`src/rtl/shc_pkg.sv`:
```
package shc_pkg;
  typedef enum logic [1:0] {
    SHC_OP_LEFT  = 2'b00,
    SHC_OP_RIGHT = 2'b01,
    SHC_OP_SXLFT = 2'b10,
    SHC_OP_NONE  = 2'b11
  } shc_op_e;
endpackage

```
`src/rtl/shc_amount_pick.sv`:
```
module shc_amount_pick #(
  parameter int DATA_W = 64,
  localparam int SH_W  = $clog2(DATA_W),
  localparam int AMT_W = SH_W + 1
) (
  input  logic [DATA_W-1:0] amt_val,
  input  logic              narrow_amt,
  output logic [AMT_W-1:0]  amt_q
);
  logic unused_hi;
  assign unused_hi = ^amt_val[DATA_W-1:AMT_W];

  always_comb begin
    if (narrow_amt) amt_q = {1'b0, amt_val[SH_W-1:0]};
    else            amt_q = amt_val[AMT_W-1:0];
  end

  // a narrowed amount never reaches the oversize range
  always_comb begin
    if (narrow_amt) begin
      amt_narrow_chk: assert (amt_q[AMT_W-1] == 1'b0) else $error("amt_narrow_chk");
    end
  end
endmodule

```
`src/rtl/shc_left_path.sv`:
```
module shc_left_path #(
  parameter int DATA_W = 64,
  localparam int HALF_W = DATA_W / 2,
  localparam int SH_W   = $clog2(DATA_W),
  localparam int AMT_W  = SH_W + 1
) (
  input  logic [DATA_W-1:0] src,
  input  logic [AMT_W-1:0]  amt,
  input  logic              word_mode,
  input  logic              sext_op,
  output logic [DATA_W-1:0] res
);
  function automatic logic [DATA_W-1:0] widen_half(input logic [DATA_W-1:0] v);
    return {{HALF_W{v[HALF_W-1]}}, v[HALF_W-1:0]};
  endfunction

  function automatic logic [DATA_W-1:0] shl_sat(input logic [DATA_W-1:0] v,
                                                input logic [AMT_W-1:0] a);
    if (a[AMT_W-1]) return '0;
    return v << a[SH_W-1:0];
  endfunction

  logic [DATA_W-1:0] opnd;
  logic [DATA_W-1:0] shifted;
  logic              oversize;
  logic              trim_high;

  always_comb begin
    opnd      = sext_op ? widen_half(src) : src;
    oversize  = amt[AMT_W-1];
    shifted   = shl_sat(opnd, amt);
    trim_high = word_mode && !sext_op;
    res       = trim_high ? {{HALF_W{1'b0}}, shifted[HALF_W-1:0]} : shifted;
  end

  always_comb begin

    if (trim_high) begin
      word_hi_zero_chk: assert (res[DATA_W-1:HALF_W] == '0) else $error("word_hi_zero_chk");
    end

    if (oversize) begin
      left_oversize_chk: assert (res == '0) else $error("left_oversize_chk");
    end
  end
endmodule

```
`src/rtl/shc_right_path.sv`:
```
module shc_right_path #(
  parameter int DATA_W = 64,
  localparam int HALF_W = DATA_W / 2,
  localparam int SH_W   = $clog2(DATA_W),
  localparam int AMT_W  = SH_W + 1
) (
  input  logic [DATA_W-1:0] src,
  input  logic [AMT_W-1:0]  amt,
  input  logic              word_mode,
  input  logic              signed_mode,
  output logic [DATA_W-1:0] res,
  output logic              carry
);
  function automatic logic [DATA_W-1:0] shr_fill(input logic [DATA_W-1:0] v,
                                                 input logic f,
                                                 input logic [AMT_W-1:0] a);
    logic signed [DATA_W:0] wide;
    logic signed [DATA_W:0] moved;
    if (a[AMT_W-1]) return {DATA_W{f}};
    wide  = {f, v};
    moved = wide >>> a[SH_W-1:0];
    return moved[DATA_W-1:0];
  endfunction

  function automatic logic [DATA_W-1:0] low_mask(input logic [AMT_W-1:0] a);
    if (a[AMT_W-1]) return '1;
    return (DATA_W'(1) << a[SH_W-1:0]) - DATA_W'(1);
  endfunction

  logic              fill_bit;
  logic              oversize;
  logic              lost_any;
  logic [DATA_W-1:0] opnd;

  always_comb begin
    fill_bit = signed_mode && (word_mode ? src[HALF_W-1] : src[DATA_W-1]);
    opnd     = word_mode ? {{HALF_W{fill_bit}}, src[HALF_W-1:0]} : src;
    oversize = amt[AMT_W-1];
    lost_any = |(opnd & low_mask(amt));
    carry    = fill_bit && lost_any;
    res      = shr_fill(opnd, fill_bit, amt);
  end

  always_comb begin

    if (carry) begin
      carry_neg_chk: assert (res[DATA_W-1] == 1'b1) else $error("carry_neg_chk");
    end

    if (!signed_mode) begin
      logical_no_carry_chk: assert (!carry) else $error("logical_no_carry_chk");
    end

    if (oversize && !fill_bit) begin
      right_zero_fill_chk: assert (res == '0) else $error("right_zero_fill_chk");
    end
  end
endmodule

```
`src/rtl/shc_shift_carry.sv`:
```
module shc_shift_carry #(
  parameter int DATA_W = 64,
  parameter int CTX_W  = 8
) (
  input  logic [DATA_W-1:0] src_val,
  input  logic [DATA_W-1:0] amt_val,
  input  logic [1:0]        op_sel,
  input  logic              word_mode,
  input  logic              signed_mode,
  input  logic [CTX_W-1:0]  ctx_in,
  output logic [DATA_W-1:0] result,
  output logic              result_vld,
  output logic [1:0]        carry_pair,
  output logic [CTX_W-1:0]  ctx_out
);
  import shc_pkg::*;
  localparam int SH_W  = $clog2(DATA_W);
  localparam int AMT_W = SH_W + 1;

  shc_op_e           op;
  logic              is_sext;
  logic              narrow_amt;
  logic [AMT_W-1:0]  amt_q;
  logic [DATA_W-1:0] left_res;
  logic [DATA_W-1:0] right_res;
  logic              right_carry;

  assign op         = shc_op_e'(op_sel);
  assign is_sext    = (op == SHC_OP_SXLFT);
  assign narrow_amt = word_mode || is_sext;

  shc_amount_pick #(.DATA_W(DATA_W)) u_amt (
    .amt_val    (amt_val),
    .narrow_amt (narrow_amt),
    .amt_q      (amt_q)
  );

  shc_left_path #(.DATA_W(DATA_W)) u_left (
    .src       (src_val),
    .amt       (amt_q),
    .word_mode (word_mode),
    .sext_op   (is_sext),
    .res       (left_res)
  );

  shc_right_path #(.DATA_W(DATA_W)) u_right (
    .src         (src_val),
    .amt         (amt_q),
    .word_mode   (word_mode),
    .signed_mode (signed_mode),
    .res         (right_res),
    .carry       (right_carry)
  );

  always_comb begin
    result     = '0;
    result_vld = 1'b1;
    carry_pair = 2'b00;
    unique case (op)
      SHC_OP_LEFT, SHC_OP_SXLFT: result = left_res;
      SHC_OP_RIGHT: begin
        result     = right_res;
        carry_pair = {2{right_carry}};
      end
      default: result_vld = 1'b0;
    endcase
  end

  assign ctx_out = ctx_in;

  always_comb begin

    if (!result_vld) begin
      idle_quiet_chk: assert (result == '0 && carry_pair == 2'b00) else $error("idle_quiet_chk");
    end

    if (carry_pair != 2'b00) begin
      carry_source_chk: assert (op_sel == 2'b01 && signed_mode) else $error("carry_source_chk");
    end
  end
endmodule

```
`config.mk`:
```
export PLATFORM = sky130hd
export DESIGN_NAME = shc_shift_carry
export DESIGN_NICKNAME = d
export VERILOG_FILES = /design/src/rtl/shc_pkg.sv /design/src/rtl/shc_amount_pick.sv /design/src/rtl/shc_left_path.sv /design/src/rtl/shc_right_path.sv /design/src/rtl/shc_shift_carry.sv
export SDC_FILE = /design/constraint.sdc
export NUM_CORES = 1
export LEC_CHECK = 0
export BUFFER_PORTS_ARGS = -buffer_cell sky130_fd_sc_hd__buf_2
export CORE_MARGIN = 2
export CORE_UTILIZATION = 40
export DETAILED_ROUTE_END_ITERATION = 8
export GPL_ROUTABILITY_DRIVEN = 1
export PLACE_DENSITY = 0.65
export SYNTH_ARGS = -nofsm -noshare
export SYNTH_HDL_FRONTEND = slang
export SYNTH_SLANG_ARGS = --single-unit
```
`constraint.sdc`:
```
create_clock -name vclk -period 15.5
set_input_delay 3.1 -clock vclk [all_inputs]
set_output_delay 3.1 -clock vclk [all_outputs]
set_load 0.1 [all_outputs]
```
Yosys cells after proc, flatten, opt, wreduce, memory -nomap -nowiden. Index checks and enable logic that the tools add are counted.

Memory bits (read-only): 0. Flip-flop bits (word level): 0. Output and inout bits: 75. Memory bits (writable): 0. Latch bits: 0. Memories kept: 0. Input bits: 140.

Muxes and demuxes: 15. Shifts and indexed selects: 3. Reductions and logical operators: 9. $add $sub $neg: 1. Equal/unequal tests: 2. Bitwise gates (word level): 1. Multipliers: 0. Divide/modulo/power cells: 0. Order comparisons: 0.

Operator list (number): 2-to-1 mux 64 bit (9); case mux 64 bit (2 select lines) (1); >>> shifter 65 x 6 -> 64 bit (1); bitwise AND 64 bit (1); OR reduction 64 bit (1); left shift 1 x 6 -> 64 bit, first input constant (1); left shift 64 x 6 -> 64 bit (1); subtractor 64 x 2 -> 64 bit, second input constant (1); 2-to-1 mux 7 bit (1); logical AND 1 bit (3); 2-to-1 mux 1 bit (3); OR reduction 3 bit (1); == test 2 x 1 -> 1 bit, second input constant (1); == test 2 bit, second input constant (1); zero test 2 bit (1); 2-to-1 mux 2 bit (1); OR reduction 2 bit (1); zero test 1 bit (1); logical OR 1 bit (1).

Depth between registers and ports, before layout. Gate-level depths: netlist (run 1).

Word-level depth: 10. Depth in mapped cells: 17.

Hierarchy. Synthesis (run 1) repeated with hierarchy kept, for this count alone.

Cell total of the unflattened synthesis: 1665. Area, all modules: 11847.6 um^2.

By module, submodules not included: shc_right_path (instances 1, cells an instance 937, area an instance 6581.3 um^2, sequential area each 0.0 um^2); shc_left_path (instances 1, cells an instance 629, area an instance 4436.8 um^2, sequential area each 0.0 um^2); shc_shift_carry (instances 1, cells an instance 92, area an instance 770.7 um^2, sequential area each 0.0 um^2); shc_amount_pick (instances 1, cells an instance 7, area an instance 58.8 um^2, sequential area each 0.0 um^2).

Worst setup path after synthesis (run 1). No wires, ideal clock.

Kind: input -> output. Start: input amt_val[0]. End: output result[0]. Arrival time: 7566 ps. Cell stages on the path: 6. Path buffers: 2. Path slack: 4834 ps. Required time: 12400 ps. Cells stage by stage: clkbuf_1 > buf_2 > or2_2 > nor3_1 > nand2_1 > o311ai_0.

Cells in the longest elaborated chain, start to end: 5. Elaborated cells between the ends (all ways): 7. Classes of those cells: shift: 2; mux: 5.

RTL lines: start, declared (RTL line shc_shift_carry.sv:6) `input logic [DATA_W-1:0] amt_val,`; 2-to-1 mux 7 bit (*) (RTL line shc_amount_pick.sv:14) `if (narrow_amt) amt_q = {1'b0, amt_val[SH_W-1:0]};`; left shift 64 x 6 -> 64 bit (RTL line shc_left_path.sv:20) `return v << a[SH_W-1:0];`; 2-to-1 mux 64 bit (RTL line shc_left_path.sv:20); 2-to-1 mux 64 bit (RTL line shc_left_path.sv:33) `res = trim_high ? {{HALF_W{1'b0}}, shifted[HALF_W-1:0]} : shifted;`; case mux 64 bit (2 select lines) (*) (RTL line shc_shift_carry.sv:59) `unique case (op)`; end, declared (RTL line shc_shift_carry.sv:11) `output logic [DATA_W-1:0] result,`.

Every way passes the cells marked *; elsewhere a longest branch is shown, timed or not.

Worst setup path in the final report (run 1).
Start: input amt_val[0]. End: output carry_pair[1].

Cells in the longest elaborated chain, start to end: 8.

RTL lines: 2-to-1 mux 7 bit (RTL line shc_amount_pick.sv:14); left shift 1 x 6 -> 64 bit (RTL line shc_right_path.sv:27) `return (DATA_W'(1) << a[SH_W-1:0]) - DATA_W'(1);`; subtractor 64 x 2 -> 64 bit (RTL line shc_right_path.sv:27); 2-to-1 mux 64 bit (RTL line shc_right_path.sv:27); bitwise AND 64 bit (RTL line shc_right_path.sv:39) `lost_any = |(opnd & low_mask(amt));`; OR reduction 64 bit (RTL line shc_right_path.sv:39); logical AND 1 bit (RTL line shc_right_path.sv:40) `carry = fill_bit && lost_any;`; 2-to-1 mux 2 bit (RTL line shc_shift_carry.sv:59); end, declared (RTL line shc_shift_carry.sv:13) `output logic [1:0] carry_pair,`.

Every way passes these cells.

==> summary.md, run 1 <==
| Metric | Value |
|---|---|
| Sequential element share of the synthesized area | 0% |
| Final nets | 1738 |
| Initial DRC Count | 2549 |
| Post-CTS Resized | 0 |
| PD cells | 57.5 mW/mm^2 |
| VDD IR-drop max | ~0.000054 V |
| Ranking of synthesized cells by area | mux4_2, mux2i_1, nor2_1 |
| First-pass GRT wire length | ~97000 microns |
| Post-CTS setup buffers | 0 |
| CP Data Required Time | 12.40 ns |
| WS Path Type | input port to output pin |
| Tightest Pin Transition | approximately 1.0 ns |
| Most common cell after layout, fill and taps aside | nor2_1 |
| Critical Path Stages | 16 |
| Synth cell types | between 70 and 80 |
| Max Transition Viols Final | 0 |
| Most frequent cells in the layout | nor2_1, o21ai_0, a21oi_1 |
| Max cap viols | 0 |
| Vias per Instance | 7.56 |
| CP delay by family, top | buffers and inverters |
| Syn Nets | 1740 |
| Dpl hpwl | 50800 microns |
| Number of antenna diodes | 0 |
| Layout cells sized above 1 | roughly a fifth |
| Buf+Inv Stages, Crit Path | 6 |
| Core Area | ~0.026 sq mm |
| Mux contribution to synthesized area | 29.6% |
| DRT Pass-1 Iters | 6 |
| Crit path cell chain | buf_6 > buf_4 > inv_1 > nor2_1 > nand2_1 > ha_1 > buf_4 > clkinv_1 > o31ai_1 > and2_1 > a21oi_1 > o221ai_1 > nor4b_1 > o2111ai_1 > o311a_1 > buf_2 |
| Mapped Cells | 1599 |
| Starting Density | 40.7% |
| Synth warnings | 0 |
| Worst path slowest cell | o31ai_1 |
| Cell taking the most area after synthesis | mux4_2 |
| Initial antenna violation count | 3 |
| CP max FO | 54 |
| Leakage | 0.00433 uW |
| Cts hold-fix bufs | 0 |
| Port Buffer Count | 142 |
| Outcome | finished, final reports clean |
| Largest family of logic cells by synthesized area | compound AO/OA/AOI/OAI gates |
| Synth Area in Simple Gates | a little over a quarter |
| Most used cell, CP | buf_4 |
| IO Count | 215 |
| Die Ht | 167 microns |
| Residual DRC count | 0 |
| Hold Crit Depth | 0 |
| Antenna-violating nets left | 0 |
| Worst min path class | input port to output pin |
| Sum of negative setup slack | 0 ns |
| Die area | 0.0278 sq mm |
| Total grt overflow | 0 |
| Adder-cell share of the synthesized area | 0.118% |
| Period minus WS final | 11.30 ns |
| Synth Area in Compound Gates | about 35% |
| Largest net degree at the start of global routing | between 100 and 150 |
| Number of global-route vias before repair | 13365 |
| Slew HR | 33.1% |
| DR WL/cell | 35.0 microns |
| Die width | 167 microns |
| RSZ-0062 raised after global routing | no |
| Fin crit share | between 70% and 80% |
| Origin of the worst setup path | amt_val[0] |
| GRT Overall Usage | 46.5% |
| WL final | slightly below 70000 microns |
| Worst slack, placed | ~4.5 ns |
| Routability congestion estimate | 1.05 |
| PnR worst setup slack | 4.20 ns |
| # setup viols final | 0 |
| Worst setup EP type | output pin |
| Final hold violations | 0 |
| Vias | 14587 |
| Seq_cells | 0 |
| FP Rows | 59 |
| Worst path arrival time | between 8 and 9 ns |
| Area growth syn-to-layout | 6.14% |
| HP Start | ctx_in[0] |
| Post-Synthesis Cell Area | 0.0106 sq mm |
| CLK BUF | 0 |
| Post-synth top area share | between 10% and 20% |
| Register Area | 0 sq um |
| Max stage delay on crit path | 0.76 ns |
| Startpoint types | input port |
| Post-synthesis xor/xnor area fraction | 0.413% |
| Fmax | just under 0.09 GHz |
| Avg Cell Area, Syn | roughly 6.6 sq um |
## worst paths after layout
path            end  slack, ns
max   carry_pair[1]       4.20
min      ctx_out[0]       6.20
## routing by layer
layer | track usage, % | wire (microns)
met1 | 62.9 | 25800
met2 | 70.1 | 28400
met3 | 9.62 | 8760
met4 | 23.2 | 4690
met5 | 0 | 27
## synth_stat cells (19+ instances only)
master / n
nor2_1: 238
o21ai_0: 149
a21oi_1: 140
nand2_1: 120
mux2i_1: 119
clkbuf_1: 92
mux4_2: 75
nor3_1: 48
buf_2: 47
o31ai_1: 41
nor2b_1: 37
and2_1: 33
buf_1: 31
nand3_1: 30
a211oi_1: 28
o211ai_1: 24
o22ai_1: 24
mux2_2: 23
nor4_1: 21
nand2b_1: 19
## kinds of logic (layout without fill, tap and decap cells)
kind of cell             Yosys count  in the layout
buffers and inverters            198            194
XOR/XNOR                           5              5
AND/OR/NAND/NOR                  600            600
adder cells (fa/ha/maj)            1              1
AO/OA/AOI/OAI                    578            578
multiplexers                     217            217
## power breakdown
group,leakage (uW),switching [uW],total [uW],internal (uW)
sequential,0,0,0,0
clock,0,0,0,0
combinational,0.00433,482,648,166
## stage by stage
step	utilization, %	instances	hold slack (ns)	total power [uW]	area, sq um
after floorplan	-	1599	6.41	438	10600
after global placement	43.2	1930	6.20	620	11300
after detailed placement	43.2	1930	6.20	618	11300
after CTS	43.2	1930	6.20	620	11300
after global routing	43.2	1930	6.20	661	11300
final	43.2	1930	6.20	648	11300
## layout make-up
type / instances / area (sq um)
tap: 335 / 419
timing repair buffer: 179 / 1020
inverter: 15 / 58.8
multi-input combinational: 1401 / 9760
fill: 2838 / 14800
Power figures use the tool's default switching activity.
==> run 2: changes to the inputs <==
--- a/config.mk
+++ b/config.mk
@@ -5,12 +5,13 @@
 export SDC_FILE = /design/constraint.sdc
 export NUM_CORES = 1
 export LEC_CHECK = 0
+export ABC_AREA = 1
 export BUFFER_PORTS_ARGS = -buffer_cell sky130_fd_sc_hd__buf_2
 export CORE_MARGIN = 2
 export CORE_UTILIZATION = 40
 export DETAILED_ROUTE_END_ITERATION = 8
 export GPL_ROUTABILITY_DRIVEN = 1
-export PLACE_DENSITY = 0.65
+export PLACE_DENSITY = 0.64
 export SYNTH_ARGS = -nofsm -noshare
 export SYNTH_HDL_FRONTEND = slang
 export SYNTH_SLANG_ARGS = --single-unit
==> constraint.sdc (replaced) <==
create_clock -name vclk -period 10.95
set_input_delay 2.19 -clock vclk [all_inputs]
set_output_delay 2.19 -clock vclk [all_outputs]
set_load 0.1 [all_outputs]
==> summary.md, run 2 <==
| Metric | Value |
|---|---|
| Post-Synthesis Cell Area | 0.0122 sq mm (+15%) |
| # setup viols final | 0 (unchanged) |
| IO Count | 215 (unchanged) |
| Post-CTS Resized | 0 (unchanged) |
| Worst path arrival time | 7.08 ns (-1.12 ns) |
| Port Buffer Count | 142 (unchanged) |
| Starting Density | 40.9% (+0.16 points) |
| Startpoint types | input port |
| Antenna-violating nets left | 0 (unchanged) |
| Die width | 179 microns (+7.1%) |
| Mapped Cells | 2729 (+71%) |
| Dpl hpwl | 49400 microns (-2.7%) |
| Max Transition Viols Final | 0 (unchanged) |
| Count leader, synth | nand2_1 |
| Sw Ratio | 77.0% (+2.6 points) |
| Largest net degree at the start of global routing | 97 (-6.7%) |
| Core Util, Final | 42.6% (-0.62 points) |
| Synth cell types | 43 (-44%) |
| CLK BUF | 0 (unchanged) |
| Outcome | finished, final reports clean |
| HP Start | ctx_in[0] |
| Tightest Pin Transition | 1.05 ns (+0.0521 ns) |
| Finished layout cell area | 0.0127 sq mm (+13%) |
| Register Area | 0 sq um (unchanged) |
| PD cells | 74.1 mW/mm^2 (+29%) |
| Fmax | 0.108 GHz |
| Final hold violations | 0 (unchanged) |
| VDD IR-drop max | 0.0000586 V (+8.5%) |
| Routability congestion estimate | 1.03 (-2.0%) |
| Ranking of synthesized cells by area | nand2_1, o21ai_0, nand3_1 |
| Clock share of power | 0% (unchanged) |
| Worst slack, placed | 1.96 ns (-2.50 ns) |
| Cell taking the most area after synthesis | nand2_1 |
| Worst setup EP type | output pin |
| Syn Nets | 2870 (+65%) |
| Combinational share of power | 100.0% (about the same) |
| Fin crit share | between 80 and 90% |
| Net switching power | 726 uW (+51%) |
| Seq_cells | 0 (unchanged) |
| Most instantiated cells after synthesis | nand2_1, o21ai_0, nor2_1 |
| Worst min path class | input port to output pin |
| Synth warnings | 0 (unchanged) |
| Initial DRC Count | 3225 (+27%) |
| Residual DRC count | 0 (unchanged) |
| Post-CTS setup buffers | 0 (unchanged) |
| Max cap viols | 0 (unchanged) |
| Vias per Instance | 6.12 (-19%) |
| Avg Cell Area, Syn | 4.47 sq um (-33%) |
| CP Data Required Time | 8.76 ns (-3.64 ns) |
| Slew HR | 30.2% (-3.0 points) |
| Final Non-Filler Cells | 3068 (+59%) |
| GRT Overall Usage | 39.4% (-7.1 points) |
| Die Ht | 179 microns (+7.1%) |
| RSZ-0062 raised after global routing | no |
| Most frequent cells in the layout | nand2_1, o21ai_0, nor2_1 |
| WL final | 64500 microns (-4.6%) |
| DR WL/cell | 21.0 microns (-40%) |
| Leakage | 0.00704 uW (+63%) |
| CP max FO | 78 (+44%) |
| PnR worst setup slack | 1.68 ns (-2.52 ns) |
| Vias | 18777 (+29%) |
| Hold Crit Depth | 0 (unchanged) |
| WS Path Type | input port to output pin |
| Total grt overflow | 0 (unchanged) |
| FP Rows | 63 (+6.8%) |
| Placement Cell Area | 0.0127 sq mm (+13%) |
| Period minus WS final | 9.27 ns |
| Number of antenna diodes | 0 (unchanged) |
| Sum of negative setup slack | 0 ns (unchanged) |
| Inst Count DP | 3068 (+59%) |
| WHS Endpoint | ctx_out[0] |
| Pint | 217 uW (+31%) |
| Most common cell after layout, fill and taps aside | nand2_1 |
| Number of global-route vias before repair | 16448 (+23%) |
| Post-synth top area share | 29.8% (+14 points) |
| Initial antenna violation count | 1 (-2) |
| Area growth syn-to-layout | 4.22% |
| DRT Pass-1 Iters | 6 (unchanged) |
| Reg power frac | 0% (unchanged) |
| Sequential element share of the synthesized area | 0% (unchanged) |
| Die area | 0.0319 sq mm (+15%) |
| Final nets | 2821 (+62%) |
| Layout cells sized above 1 | 8.92% (-10 points) |
| First-pass GRT wire length | 96700 microns (about the same) |
| Core Area | 0.0299 sq mm (+15%) |
| Cts hold-fix bufs | 0 (unchanged) |
[run 2: cell count changes in the layout (fill, tap and decap cells not counted), moves of 50 or more]
cell and change:
o21ai_0 +187, mux2i_1 -100, a21oi_1 -71, o21ai_1 +83, nand3_1 +237, inv_1 +160, mux4_2 -75, o211ai_1 +50
nor2_1 +88, nand2_1 +850
[run 2: worst max-delay path by stage]
stage / start / to / cells after the start
2_1_floorplan: amt_val[3] / result[28] / 9
3_3_place_gp: amt_val[2] / carry_pair[0] / 22
3_5_place_dp: amt_val[2] / carry_pair[0] / 22
4_1_cts: amt_val[2] / carry_pair[0] / 22
5_1_grt: amt_val[2] / carry_pair[1] / 22
6_report: amt_val[2] / carry_pair[0] / 22
[run 2: final cells by class]
class              instances  area, sq um
fillers                 3612        17200
inverters                189          718
multi-input cells       2323        10600
well taps                390          488
repair buffers           166          903
[run 2: cells by family after synthesis]
group,synth area share [%]
compound gates,27.4
simple gates,57.7
mux,1.56
buf+inv,13.3
fa+ha+maj,0.102
[run 2: metrics by stage]
| stage | hold WS, ns | power, uW |
|---|---|---|
| global route | 4.38 | 1010 |
| global placement | 4.38 | 904 |
| detailed placement | 4.38 | 907 |
| CTS | 4.38 | 911 |
| finish | 4.38 | 943 |
| floorplan | 4.59 | 681 |
[run 2: worst max-delay path: stages]
cell and delay (ns):
buf_4 0.63, clkinv_2 0.81, nand4_1 0.41, inv_1 0.14, nand2_1 0.13, ha_1 0.20, nand2_1 0.10, inv_1 0.11
nand3_1 0.17, nor2_1 0.34, nand2_1 0.26, nand2_1 0.11, nand3_1 0.06, nand2_1 0.10, nand2_1 0.06, nor2_1 0.11
nand2_1 0.07, nor3_1 0.40, nand3_1 0.13, nand2_1 0.13, inv_1 0.06, buf_2 0.29
[run 2: power by group through the flow]
stage	clock network [uW]	logic, uW	registers (uW)
global placement	0	904	0
finish	0	943	0
detailed placement	0	907	0
floorplan	0	681	0
CTS	0	911	0
global route	0	1010	0
[run 2: layer usage]
metal / vias up / part of all wire [%] / GRT usage, %
met5: - / 0.023 / 0
met4: 2 / 4.4 / 14.5
met3: 168 / 12 / 6.91
met2: 1222 / 41 / 59.4
met1: 8516 / 42 / 55.6
li1: 8869 / - / -
